===== config.mk =====
export PLATFORM = sky130hd
export DESIGN_NAME = tmr2ch_break
export DESIGN_NICKNAME = d
export VERILOG_FILES = /design/src/rtl/tmr_pkg.sv /design/src/rtl/tmr_flag.sv /design/src/rtl/tmr_prescaler.sv /design/src/rtl/tmr_counter.sv /design/src/rtl/tmr_channel.sv /design/src/rtl/tmr2ch_break.sv
export SDC_FILE = /design/constraint.sdc
export NUM_CORES = 1
export LEC_CHECK = 0
export BUFFER_PORTS_ARGS = -buffer_cell sky130_fd_sc_hd__buf_2
export CAP_MARGIN = 5
export CELL_PAD_IN_SITES_DETAIL_PLACEMENT = 1
export CELL_PAD_IN_SITES_GLOBAL_PLACEMENT = 1
export CORE_MARGIN = 4
export CORE_UTILIZATION = 45
export DETAILED_ROUTE_END_ITERATION = 10
export HOLD_SLACK_MARGIN = 0.05
export PLACE_DENSITY_LB_ADDON = 0.1
export SYNTH_ARGS = -nofsm -noshare
export SYNTH_HDL_FRONTEND = slang
export SYNTH_SLANG_ARGS = --single-unit
export TNS_END_PERCENT = 100

===== constraint.sdc =====
create_clock -name clk_i -period 2.75 [get_ports clk_i]
set_clock_uncertainty 0.05 [all_clocks]
set_input_delay 0.275 -clock clk_i [delete_from_list [all_inputs] [get_ports clk_i]]
set_output_delay 0.275 -clock clk_i [all_outputs]
set_load 0.05 [all_outputs]

===== src/rtl/tmr_pkg.sv =====
package tmr_pkg;
  localparam int unsigned AW = 3;

  localparam logic [AW-1:0] A_CTRL  = 3'd0;
  localparam logic [AW-1:0] A_CNT   = 3'd1;
  localparam logic [AW-1:0] A_MOD   = 3'd2;
  localparam logic [AW-1:0] A_C0CTL = 3'd3;
  localparam logic [AW-1:0] A_C0VAL = 3'd4;
  localparam logic [AW-1:0] A_C1CTL = 3'd5;
  localparam logic [AW-1:0] A_C1VAL = 3'd6;

  // shared bit positions in control registers
  localparam int unsigned B_FLAG = 7;
  localparam int unsigned B_IE   = 6;
  // timer control
  localparam int unsigned B_STOP = 5;
  localparam int unsigned B_CRST = 4;
  // channel control
  localparam int unsigned B_BUF  = 5;
  localparam int unsigned B_OC   = 4;
  localparam int unsigned B_PWM  = 3;

  typedef enum logic [1:0] {
    ACT_NONE = 2'b00,
    ACT_TOG  = 2'b01,
    ACT_LOW  = 2'b10,
    ACT_HIGH = 2'b11
  } oc_act_e;
endpackage


===== src/rtl/tmr_flag.sv =====
module tmr_flag (
  input  logic clk_i,
  input  logic rst_ni,
  input  logic set_i,
  input  logic rd_i,
  input  logic wr0_i,
  input  logic frz_i,
  output logic flag_o
);
  logic flag_q, arm_q;

  always_ff @(posedge clk_i or negedge rst_ni) begin
    if (!rst_ni) begin
      flag_q <= 1'b0;
      arm_q  <= 1'b0;
    end else if (set_i) begin
      flag_q <= 1'b1;
      arm_q  <= 1'b0;
    end else if (!frz_i) begin
      if (wr0_i && arm_q) begin
        flag_q <= 1'b0;
        arm_q  <= 1'b0;
      end else if (rd_i && flag_q) begin
        arm_q  <= 1'b1;
      end
    end
  end

  assign flag_o = flag_q;

  a_r8_frozen_flag: assert property (@(posedge clk_i) disable iff (!rst_ni)
    (frz_i && !set_i) |=> ($stable(flag_q) && $stable(arm_q)));
  a_r5_set_wins: assert property (@(posedge clk_i) disable iff (!rst_ni)
    set_i |=> (flag_q && !arm_q));
  a_r5_no_clear_unarmed: assert property (@(posedge clk_i) disable iff (!rst_ni)
    (flag_q && !arm_q) |=> flag_q);
endmodule


===== src/rtl/tmr_prescaler.sv =====
module tmr_prescaler #(
  parameter int unsigned SEL_W = 3,
  parameter int unsigned PRE_W = 6
) (
  input  logic             clk_i,
  input  logic             rst_ni,
  input  logic             run_i,
  input  logic             clr_i,
  input  logic [SEL_W-1:0] sel_i,
  output logic             tick_o
);
  logic [PRE_W-1:0] pre_q, mask;

  always_comb begin
    for (int i = 0; i < PRE_W; i++) mask[i] = (i < int'(sel_i));
  end

  always_ff @(posedge clk_i or negedge rst_ni) begin
    if (!rst_ni)     pre_q <= '0;
    else if (clr_i)  pre_q <= '0;
    else if (run_i)  pre_q <= pre_q + 1'b1;
  end

  assign tick_o = run_i && ((pre_q & mask) == mask);

  a_r6_hold_pre: assert property (@(posedge clk_i) disable iff (!rst_ni)
    (!run_i && !clr_i) |=> $stable(pre_q));
endmodule


===== src/rtl/tmr_counter.sv =====
module tmr_counter #(
  parameter int unsigned W = 16
) (
  input  logic         clk_i,
  input  logic         rst_ni,
  input  logic         tick_i,
  input  logic         clr_i,
  input  logic [W-1:0] mod_i,
  output logic [W-1:0] cnt_o,
  output logic         ovf_o
);
  logic [W-1:0] cnt_q;

  assign ovf_o = tick_i && (cnt_q == mod_i);

  always_ff @(posedge clk_i or negedge rst_ni) begin
    if (!rst_ni)     cnt_q <= '0;
    else if (clr_i)  cnt_q <= '0;
    else if (ovf_o)  cnt_q <= '0;
    else if (tick_i) cnt_q <= cnt_q + 1'b1;
  end

  assign cnt_o = cnt_q;

  a_r3_wrap: assert property (@(posedge clk_i) disable iff (!rst_ni)
    (tick_i && (cnt_q == mod_i)) |=> (cnt_q == '0));
  a_r2_step: assert property (@(posedge clk_i) disable iff (!rst_ni)
    (tick_i && !clr_i && (cnt_q != mod_i)) |=> (cnt_q == $past(cnt_q) + 1'b1));
  a_r4_clear: assert property (@(posedge clk_i) disable iff (!rst_ni)
    clr_i |=> (cnt_q == '0));
endmodule


===== src/rtl/tmr_channel.sv =====
module tmr_channel
  import tmr_pkg::*;
#(
  parameter int unsigned W      = 16,
  parameter bit          BUF_OK = 1'b0
) (
  input  logic         clk_i,
  input  logic         rst_ni,
  input  logic         tick_i,
  input  logic         ovf_i,
  input  logic [W-1:0] cnt_i,
  input  logic         brk_i,
  input  logic         frz_i,
  input  logic         pin_i,
  input  logic         ctl_wr_i,
  input  logic         ctl_rd_i,
  input  logic         val_wr_i,
  input  logic [W-1:0] wdata_i,
  output logic [7:0]   ctl_o,
  output logic [W-1:0] val_o,
  output logic         pin_o,
  output logic         oe_o,
  output logic         irq_o
);
  logic         ie_q, buf_q, oc_q, pwm_q;
  logic [1:0]   sel_q;
  logic         s1_q, s2_q, prev_q;
  logic [W-1:0] val_q, pend_q;
  logic         pend_v_q, pin_q, flag;
  logic         rise, fall, cap, match, buffered, pwm_on;
  logic         unused_w;

  assign unused_w = wdata_i[2];

  always_ff @(posedge clk_i or negedge rst_ni) begin
    if (!rst_ni) begin
      ie_q <= 1'b0; buf_q <= 1'b0; oc_q <= 1'b0; pwm_q <= 1'b0; sel_q <= 2'b00;
    end else if (ctl_wr_i) begin
      ie_q  <= wdata_i[B_IE];
      buf_q <= BUF_OK & wdata_i[B_BUF];
      oc_q  <= wdata_i[B_OC];
      pwm_q <= BUF_OK & wdata_i[B_PWM];
      sel_q <= wdata_i[1:0];
    end
  end

  // input synchronizer and edge detect
  always_ff @(posedge clk_i or negedge rst_ni) begin
    if (!rst_ni) begin
      s1_q <= 1'b0; s2_q <= 1'b0; prev_q <= 1'b0;
    end else begin
      s1_q <= pin_i; s2_q <= s1_q; prev_q <= s2_q;
    end
  end

  assign rise     = s2_q & ~prev_q;
  assign fall     = ~s2_q & prev_q;
  assign cap      = !oc_q && !brk_i && ((sel_q[0] && rise) || (sel_q[1] && fall));
  assign match    = oc_q && tick_i && (cnt_i == val_q);
  assign buffered = BUF_OK && oc_q && (buf_q || pwm_q);
  assign pwm_on   = BUF_OK && oc_q && pwm_q;

  always_ff @(posedge clk_i or negedge rst_ni) begin
    if (!rst_ni) begin
      val_q <= '0; pend_q <= '0; pend_v_q <= 1'b0;
    end else begin
      if (cap) begin
        val_q <= cnt_i;
      end else begin
        if (buffered && ovf_i && pend_v_q) begin
          val_q    <= pend_q;
          pend_v_q <= 1'b0;
        end
        if (val_wr_i) begin
          if (buffered) begin
            pend_q   <= wdata_i;
            pend_v_q <= 1'b1;
          end else begin
            val_q    <= wdata_i;
          end
        end
      end
    end
  end

  always_ff @(posedge clk_i or negedge rst_ni) begin
    if (!rst_ni) pin_q <= 1'b0;
    else if (pwm_on) begin
      if (ovf_i)      pin_q <= 1'b1;
      else if (match) pin_q <= 1'b0;
    end else if (match) begin
      unique case (oc_act_e'(sel_q))
        ACT_TOG:  pin_q <= ~pin_q;
        ACT_LOW:  pin_q <= 1'b0;
        ACT_HIGH: pin_q <= 1'b1;
        default:  pin_q <= pin_q;
      endcase
    end
  end

  tmr_flag u_flag (
    .clk_i  (clk_i),
    .rst_ni (rst_ni),
    .set_i  (cap | match),
    .rd_i   (ctl_rd_i),
    .wr0_i  (ctl_wr_i && !wdata_i[B_FLAG]),
    .frz_i  (frz_i),
    .flag_o (flag)
  );

  assign ctl_o = {flag, ie_q, buf_q, oc_q, pwm_q, 1'b0, sel_q};
  assign val_o = val_q;
  assign pin_o = pin_q;
  assign oe_o  = oc_q;
  assign irq_o = flag & ie_q;

  a_r10_capture: assert property (@(posedge clk_i) disable iff (!rst_ni)
    cap |=> (flag && (val_q == $past(cnt_i))));
  a_r7_no_capture_in_break: assert property (@(posedge clk_i) disable iff (!rst_ni)
    (brk_i && !val_wr_i) |=> $stable(val_q));
  a_r12_pwm_rise: assert property (@(posedge clk_i) disable iff (!rst_ni)
    (ovf_i && pwm_on) |=> pin_q);
  a_r11_match_flag: assert property (@(posedge clk_i) disable iff (!rst_ni)
    match |=> flag);
endmodule


===== src/rtl/tmr2ch_break.sv =====
module tmr2ch_break
  import tmr_pkg::*;
#(
  parameter int unsigned W     = 16,
  parameter int unsigned SEL_W = 3,
  parameter int unsigned PRE_W = 6
) (
  input  logic          clk_i,
  input  logic          rst_ni,
  input  logic          brk_i,
  input  logic          brk_clr_en_i,
  input  logic [AW-1:0] bus_addr_i,
  input  logic          bus_wr_i,
  input  logic          bus_rd_i,
  input  logic [W-1:0]  bus_wdata_i,
  output logic [W-1:0]  bus_rdata_o,
  input  logic [1:0]    ch_pin_i,
  output logic [1:0]    ch_pin_o,
  output logic [1:0]    ch_oe_o,
  output logic          irq_o
);
  localparam int unsigned NCH = 2;

  logic             ie_q, stop_q;
  logic [SEL_W-1:0] ps_q;
  logic [W-1:0]     mod_q, cnt;
  logic             frz, run, tick, ovf, cnt_clr, ovf_flag;
  logic             wr_ctrl, rd_ctrl;
  logic             unused_bits;
  logic [7:0]       ch_ctl [NCH];
  logic [W-1:0]     ch_val [NCH];
  logic [NCH-1:0]   ch_irq;

  assign unused_bits = ^{bus_wdata_i[W-1:8], bus_wdata_i[3]};

  assign frz     = brk_i && !brk_clr_en_i;
  assign run     = !stop_q && !brk_i;
  assign wr_ctrl = bus_wr_i && (bus_addr_i == A_CTRL);
  assign rd_ctrl = bus_rd_i && (bus_addr_i == A_CTRL);
  assign cnt_clr = wr_ctrl && bus_wdata_i[B_CRST];

  always_ff @(posedge clk_i or negedge rst_ni) begin
    if (!rst_ni) begin
      ie_q <= 1'b0; stop_q <= 1'b0; ps_q <= '0;
    end else if (wr_ctrl) begin
      ie_q   <= bus_wdata_i[B_IE];
      stop_q <= bus_wdata_i[B_STOP];
      ps_q   <= bus_wdata_i[SEL_W-1:0];
    end
  end

  always_ff @(posedge clk_i or negedge rst_ni) begin
    if (!rst_ni) mod_q <= '1;
    else if (bus_wr_i && (bus_addr_i == A_MOD)) mod_q <= bus_wdata_i;
  end

  tmr_prescaler #(.SEL_W(SEL_W), .PRE_W(PRE_W)) u_pre (
    .clk_i  (clk_i),
    .rst_ni (rst_ni),
    .run_i  (run),
    .clr_i  (cnt_clr),
    .sel_i  (ps_q),
    .tick_o (tick)
  );

  tmr_counter #(.W(W)) u_cnt (
    .clk_i  (clk_i),
    .rst_ni (rst_ni),
    .tick_i (tick),
    .clr_i  (cnt_clr),
    .mod_i  (mod_q),
    .cnt_o  (cnt),
    .ovf_o  (ovf)
  );

  tmr_flag u_ovf (
    .clk_i  (clk_i),
    .rst_ni (rst_ni),
    .set_i  (ovf),
    .rd_i   (rd_ctrl),
    .wr0_i  (wr_ctrl && !bus_wdata_i[B_FLAG]),
    .frz_i  (frz),
    .flag_o (ovf_flag)
  );

  for (genvar g = 0; g < NCH; g++) begin : g_ch
    localparam logic [AW-1:0] A_CTL = (g == 0) ? A_C0CTL : A_C1CTL;
    localparam logic [AW-1:0] A_VAL = (g == 0) ? A_C0VAL : A_C1VAL;
    tmr_channel #(.W(W), .BUF_OK(g == 0)) u_ch (
      .clk_i    (clk_i),
      .rst_ni   (rst_ni),
      .tick_i   (tick),
      .ovf_i    (ovf),
      .cnt_i    (cnt),
      .brk_i    (brk_i),
      .frz_i    (frz),
      .pin_i    (ch_pin_i[g]),
      .ctl_wr_i (bus_wr_i && (bus_addr_i == A_CTL)),
      .ctl_rd_i (bus_rd_i && (bus_addr_i == A_CTL)),
      .val_wr_i (bus_wr_i && (bus_addr_i == A_VAL)),
      .wdata_i  (bus_wdata_i),
      .ctl_o    (ch_ctl[g]),
      .val_o    (ch_val[g]),
      .pin_o    (ch_pin_o[g]),
      .oe_o     (ch_oe_o[g]),
      .irq_o    (ch_irq[g])
    );
  end

  always_comb begin
    bus_rdata_o = '0;
    unique case (bus_addr_i)
      A_CTRL:  bus_rdata_o[7:0] = {ovf_flag, ie_q, stop_q, 1'b0, 1'b0, ps_q};
      A_CNT:   bus_rdata_o = cnt;
      A_MOD:   bus_rdata_o = mod_q;
      A_C0CTL: bus_rdata_o[7:0] = ch_ctl[0];
      A_C0VAL: bus_rdata_o = ch_val[0];
      A_C1CTL: bus_rdata_o[7:0] = ch_ctl[1];
      A_C1VAL: bus_rdata_o = ch_val[1];
      default: bus_rdata_o = '0;
    endcase
  end

  assign irq_o = (ovf_flag & ie_q) | (|ch_irq);

  a_r6_counter_frozen: assert property (@(posedge clk_i) disable iff (!rst_ni)
    (brk_i && !cnt_clr) |=> $stable(cnt));
  a_r4_stopped: assert property (@(posedge clk_i) disable iff (!rst_ni)
    (stop_q && !cnt_clr && !wr_ctrl) |=> $stable(cnt));
  a_r3_irq_needs_source: assert property (@(posedge clk_i) disable iff (!rst_ni)
    irq_o |-> (ovf_flag || (|ch_irq)));
endmodule


==> Yosys cells after proc, flatten, opt, wreduce, memory -nomap -nowiden <==
Index checks and enable logic that the tools add are counted.
{ "totals": {"wordCells": 192, "register_bits": 116, "out_inout_bits": 21} }
{ "classes": {"n_bitwise": 18, "n_addsub": 2, "reduce_logical": 72, "order_cmp": 6, "muxes": 43, "n_eq_ne": 19} }
{ "ops": {"columns": ["operator", "n"], "rows": [
  ["$mux 16", 9],
  ["$pmux 8 s7", 1],
  ["$eq 16x16->1", 3],
  ["$logic_and 1x1->1", 39],
  ["$pmux 8 s4", 1],
  ["$mux 1", 28],
  ["$add 16x1->16 const B", 1],
  ["$reduce_bool 3->1", 5],
  ["$reduce_and 2->1", 7],
  ["$reduce_bool 2->1", 7],
  ["$mux 6", 2],
  ["$eq 3x3->1 const B", 3],
  ["$eq 2x2->1 const B", 4],
  ["$and 1x1->1", 7],
  ["$not 1->1", 7],
  ["$add 6x1->6 const B", 1],
  ["$and 6x6->6", 1],
  ["$eq 3x2->1 const B", 2],
  ["$eq 6x6->1", 1],
  ["$logic_not 1->1", 6],
  ["$lt 1x3->1 const A", 2],
  ["$lt 2x3->1 const A", 2],
  ["$lt 3x3->1 const A", 2],
  ["$pmux 1 s3", 2],
  ["10 further kinds", 17]
]} }

==> Depth between registers and ports, before layout <==
{ "depth": {"depth_word": 11, "depth_mapped": 9} }

==> Modules after synthesis <==
A second synthesis with hierarchy kept.
{ "unflattened": {"cells_unflattened": 668, "area_unflattened_um2": 6880.3} }
{ "by_module_without_submodules": {"columns": ["mod", "area_each_um2", "cells_each", "instances"], "rows": [
  ["tmr_channel (g_ch[0].u_ch)", 2189.6, 210, 1],
  ["tmr2ch_break", 1702.9, 157, 1],
  ["tmr_channel (g_ch[1].u_ch)", 1292.5, 126, 1],
  ["tmr_counter", 1096.1, 117, 1],
  ["tmr_prescaler", 329.1, 34, 1],
  ["tmr_flag", 90.1, 8, 3]
]} }

==> Worst setup path before layout <==
OpenSTA, ideal clock, no wires.
{ "synth_path": {"path_kind": "in2out", "startpoint": "in bus_addr_i[2]", "endpoint": "out bus_rdata_o[10]", "arrival_ps": 2842, "required_ps": 2425, "slack_ps": -417, "stages": 6, "path_cell_list": "clkbuf_1 buf_1 clkbuf_1 clkbuf_1 a22oi_1 o21ai_0"} }
{ "synth_between": {"elab_chain_len": 2, "word_cells_on_any_way": 5, "classes_between": "eq/ne: 4; mux: 1"} }
{ "synth_rtl": {"columns": ["item", "line", "rtl"], "rows": [
  ["from (decl)", "tmr2ch_break.sv:12", "input logic [AW-1:0] bus_addr_i,"],
  ["$eq 3x3->1, or another cell as far along", "tmr2ch_break.sv:112", "unique case (bus_addr_i)"],
  ["$pmux 8 s4 *", "tmr2ch_break.sv:112", null],
  ["to (decl)", "tmr2ch_break.sv:16", "output logic [W-1:0] bus_rdata_o,"]
]} }
Every way passes the cells marked *; elsewhere a longest branch is shown, timed or not.

==> Worst setup path after layout <==
{ "layout_path": {"startpoint": "reg u_cnt.cnt_q[8] (netlist: u_cnt.cnt_o[8])", "endpoint": "reg g_ch[1].u_ch.pin_q"} }
{ "layout_between": {"elab_chain_len": 3} }
{ "layout_rtl": {"columns": ["item", "line", "rtl"], "rows": [
  ["from (decl)", "tmr_counter.sv:12", "logic [W-1:0] cnt_q;"],
  ["from (signal assigned)", "tmr_counter.sv:20", "else if (tick_i) cnt_q <= cnt_q + 1'b1;"],
  ["$eq 16x16->1", "tmr_channel.sv:59", "assign match = oc_q && tick_i && (cnt_i == val_q);"],
  ["$logic_and 1x1->1", "tmr_channel.sv:59", null],
  ["$reduce_and 2->1 (no source line)", null, null],
  ["to (signal assigned)", "tmr_channel.sv:93", "ACT_TOG: pin_q <= ~pin_q;"],
  ["to (signal assigned)", "tmr_channel.sv:96", "default: pin_q <= pin_q;"],
  ["to (decl)", "tmr_channel.sv:29", "logic pend_v_q, pin_q, flag;"]
]} }
Every way passes these cells.
A chain may end at the register's enable or synchronous reset.

==> flow_summary.yaml <==
setup_path:
  cp_max_fo: 10
  start_kind: "register"
  crit_start: "u_cnt.cnt_o[8]$_DFFE_PN0P_"
  crit_required_ns: 3.00
  reg2reg_slack_ns: 0.20
  critPathMaxStageDelay_ns: 0.61
  path_class: "register to register"
  rr_worst_depth: 7
  crit_arrival_ns: 2.79
  cp_slowest_cell: "nor4_1"
  path_cells: "xor2_1, nor4_1, nand3_1, nor3_1, buf_4, o21ai_0, a221o_1"
  endpoint: "g_ch[1].u_ch.pin_o$_DFFE_PN0P_"
  reg2reg_to: "g_ch[1].u_ch.pin_o$_DFFE_PN0P_"
  end_kind: "register"
  r2r-start: "u_cnt.cnt_o[8]$_DFFE_PN0P_"
yosys:
  synth_cell_types: 61
  synth_top_area_share: 0.374
  synth_edf_count: 0
  syn_avg_cell_area_um2: 10.1
  synth_most_common_cell: "dfrtp_1"
  netlist_area_mm2: 0.00670
  syn_nets: 694
  synth_largest_area_cell: "dfrtp_1"
  synthArstFlopShare: 1.00
  synthTopCellsByCount: "dfrtp_1 (100), mux2_2 (57), o21ai_0 (54)"
  yosysWarnings: 0
  ys.flop_type: "dfrtp_1"
  yosys_register_bits: 116
  synth-seq-area-share: 0.436
  synth_cells: 665
  synth_top_cells_by_area: "dfrtp_1 (37%), mux2_2 (9.6%), xor2_1 (6.5%), dfstp_2 (6.3%), mux2i_1 (5.8%)"
cells_and_area:
  antenna_cells: 0
  stdcell_count: 916
  stdcell_area_mm2: 0.00784
  drive_above_1_share: 0.284
  fin_nets: 748
  area_growth_pct: 17.1
  fill_cells: 1604
power:
  leakage_nw: 3.54
  max-vdd-ir-drop_mv: 0.471
  powerDensity_mw_per_mm2: 851
  total_power_w: 0.00668
clocking:
  cts_resized: 0
  cts_tree: "built"
  cts_buffers: 17
  clkTransAtPathRegs_ns: 0.06
  postCtsSetupBuffers: 0
  h-tree-depth: 4
  insertion_delay_ns: 0.42
  cts_buffer_depth: 2
  cts_num_sinks: 116
  cts_hold_buf: 3
  root_buffer: "clkbuf_16"
die:
  die_w_um: 130
  coreArea_mm2: 0.0145
  die_y_um: 130
  start_util: 0.461
  num_io_pins: 48
  rows: 44
  dieArea_mm2: 0.0169
detailed_routing:
  routed_wl_um: 21100
  wl_per_cell_um: 23.0
  drtAntennaViolNets: 0
  avgViaCountPerCell: 6.05
  num_vias: 5539
  drt_iter0_drc: 362
  firstDrtPassIters: 5
  route.detailed.drc: 0
worst_hold_path:
  hold_path_class: "primary input to register"
  min_path_cells: 2
placement:
  dpl_cell_area_mm2: 0.00725
  globalplace.congestion: 0.871
  dp_hpwl_um: 14700
  dp.cells: 881
  port_buffers: 47
global_routing:
  grt_pass1_vias: 5917
  antenna_found_initial: 0
  grt_usage: 0.263
  grt_overflow_total: 0
  grt_max_degree: 88
  grt_pass1_wl_um: 33800
timing:
  maxSlewHeadroom: 0.506
  fmax_mhz: 393
  setup_viol: 0
  tightestPinTransition_ns: 0.741
  final_max_slew_viol_count: 0
  finalCritPeriodShare: 0.926
  min_period_ns: 2.55
  hold_viol: 0
  rsz0062_at_grt: "no"
run_status:
  status: "completed"
job:
  max_cap_violations: 0
==> worst max-delay path, delay by kind of cell (launching register included) <==
family / cells / cell delay (ns)
AND/OR/NAND/NOR: 3 / 1.03
flip-flops: 1 / 0.51
AO/OA/AOI/OAI: 2 / 0.45
XOR/XNOR: 1 / 0.22
buffers and inverters: 1 / 0.16
==> flip-flops by register name, indices dropped and copies added, names as in the netlist <==
register,cells
g_ch.u_ch.pin_o,2
u_cnt.cnt_o,16
g_ch.u_ch.oe_o,2
ie_q,1
g_ch.u_ch.sel_q,4
g_ch.u_ch.val_o,32
ps_q,3
g_ch.u_ch.pend_q,16
g_ch.u_ch.pwm_q,1
g_ch.u_ch.s1_q,2
g_ch.u_ch.u_flag.arm_q,2
u_ovf.flag_o,1
mod_q,16
g_ch.u_ch.pend_v_q,1
g_ch.u_ch.ie_q,2
u_ovf.arm_q,1
g_ch.u_ch.buf_q,1
stop_q,1
g_ch.u_ch.prev_q,2
u_pre.pre_q,6
g_ch.u_ch.u_flag.flag_o,2
g_ch.u_ch.s2_q,2
==> power by group <==
group	switching, W	internal (W)
logic	0.00107	0.000796
clock network	0.000799	0.00130
registers	0.000505	0.00220
total	0.00237	0.00430
==> stage by stage <==
stage	setup TNS, ns	utilization	setup WS (ns)	hold slack [ns]
final	0	0.539	0.204	0.0865
after global routing	0	0.539	0.150	0.0858
after CTS	0	0.539	0.200	0.0725
after detailed placement	0	0.499	0.215	0.188
after global placement	0	0.499	0.178	0.188
after floorplan	-0.250	-	-0.0790	-0.0706
==> kinds of logic (layout without fill, tap and decap cells) <==
| kind of cell | Yosys count | in the layout | synth area share |
|---|---|---|---|
| AOI/OAI and AO/OA | 138 | 138 | 0.122 |
| xor gates and xnor gates | 61 | 61 | 0.0798 |
| adders and majority gates | 2 | 2 | 0.00374 |
| buffers and inverters | 62 | 129 | 0.0419 |
| DFF | 116 | 116 | 0.436 |
| muxes | 100 | 100 | 0.168 |
| and+or+nand+nor | 186 | 186 | 0.149 |
==> area by class of cell <==
class	instances	area [um2]	area share
Sequential cell	116	2920	0.373
Inverter	10	37.5	0.00479
Timing Repair Buffer	87	558	0.0712
Clock buffer	22	474	0.0605
Clock inverter	10	82.6	0.0105
Tap cell	184	230	0.0294
Multi-Input combinational cell	487	3530	0.451
==> worst min path at each step <==
stage / startpoint / to / slack (ns)
2_1_floorplan: rst_ni / g_ch[0].u_ch.buf_q$_DFFE_PN0P_ / -0.07
3_3_place_gp: rst_ni / g_ch[0].u_ch.u_flag.flag_o$_DFFE_PN0P_ / 0.19
3_5_place_dp: rst_ni / g_ch[0].u_ch.u_flag.flag_o$_DFFE_PN0P_ / 0.19
4_1_cts: bus_wdata_i[8] / g_ch[0].u_ch.pend_q[8]$_DFFE_PN0P_ / 0.07
5_1_grt: bus_wdata_i[8] / g_ch[0].u_ch.pend_q[8]$_DFFE_PN0P_ / 0.09
6_report: bus_wdata_i[13] / g_ch[0].u_ch.pend_q[13]$_DFFE_PN0P_ / 0.09
==> routing by layer <==
layer | global-route usage | vias up | part of all wire
li1 | - | 2478 | -
met2 | 0.431 | 132 | 0.49
met1 | 0.353 | 2891 | 0.45
met5 | 0 | - | 0
met3 | 0.0503 | 38 | 0.045
met4 | 0.0880 | 0 | 0.019
==> cell usage in the layout (no fill, tap or decap), types with 13 or more instances in the layout <==
cell / count
or3_1: 18
dfrtp_1: 100
o21ai_0: 46
a21oi_1: 46
nor2_1: 36
nand2_1: 51
mux2_2: 57
xor2_1: 50
buf_2: 46
clkbuf_16: 17
mux2i_1: 39
buf_4: 37
nand3_1: 15
nor3_1: 13
dfstp_2: 16
Power figures use the tool's default switching activity.
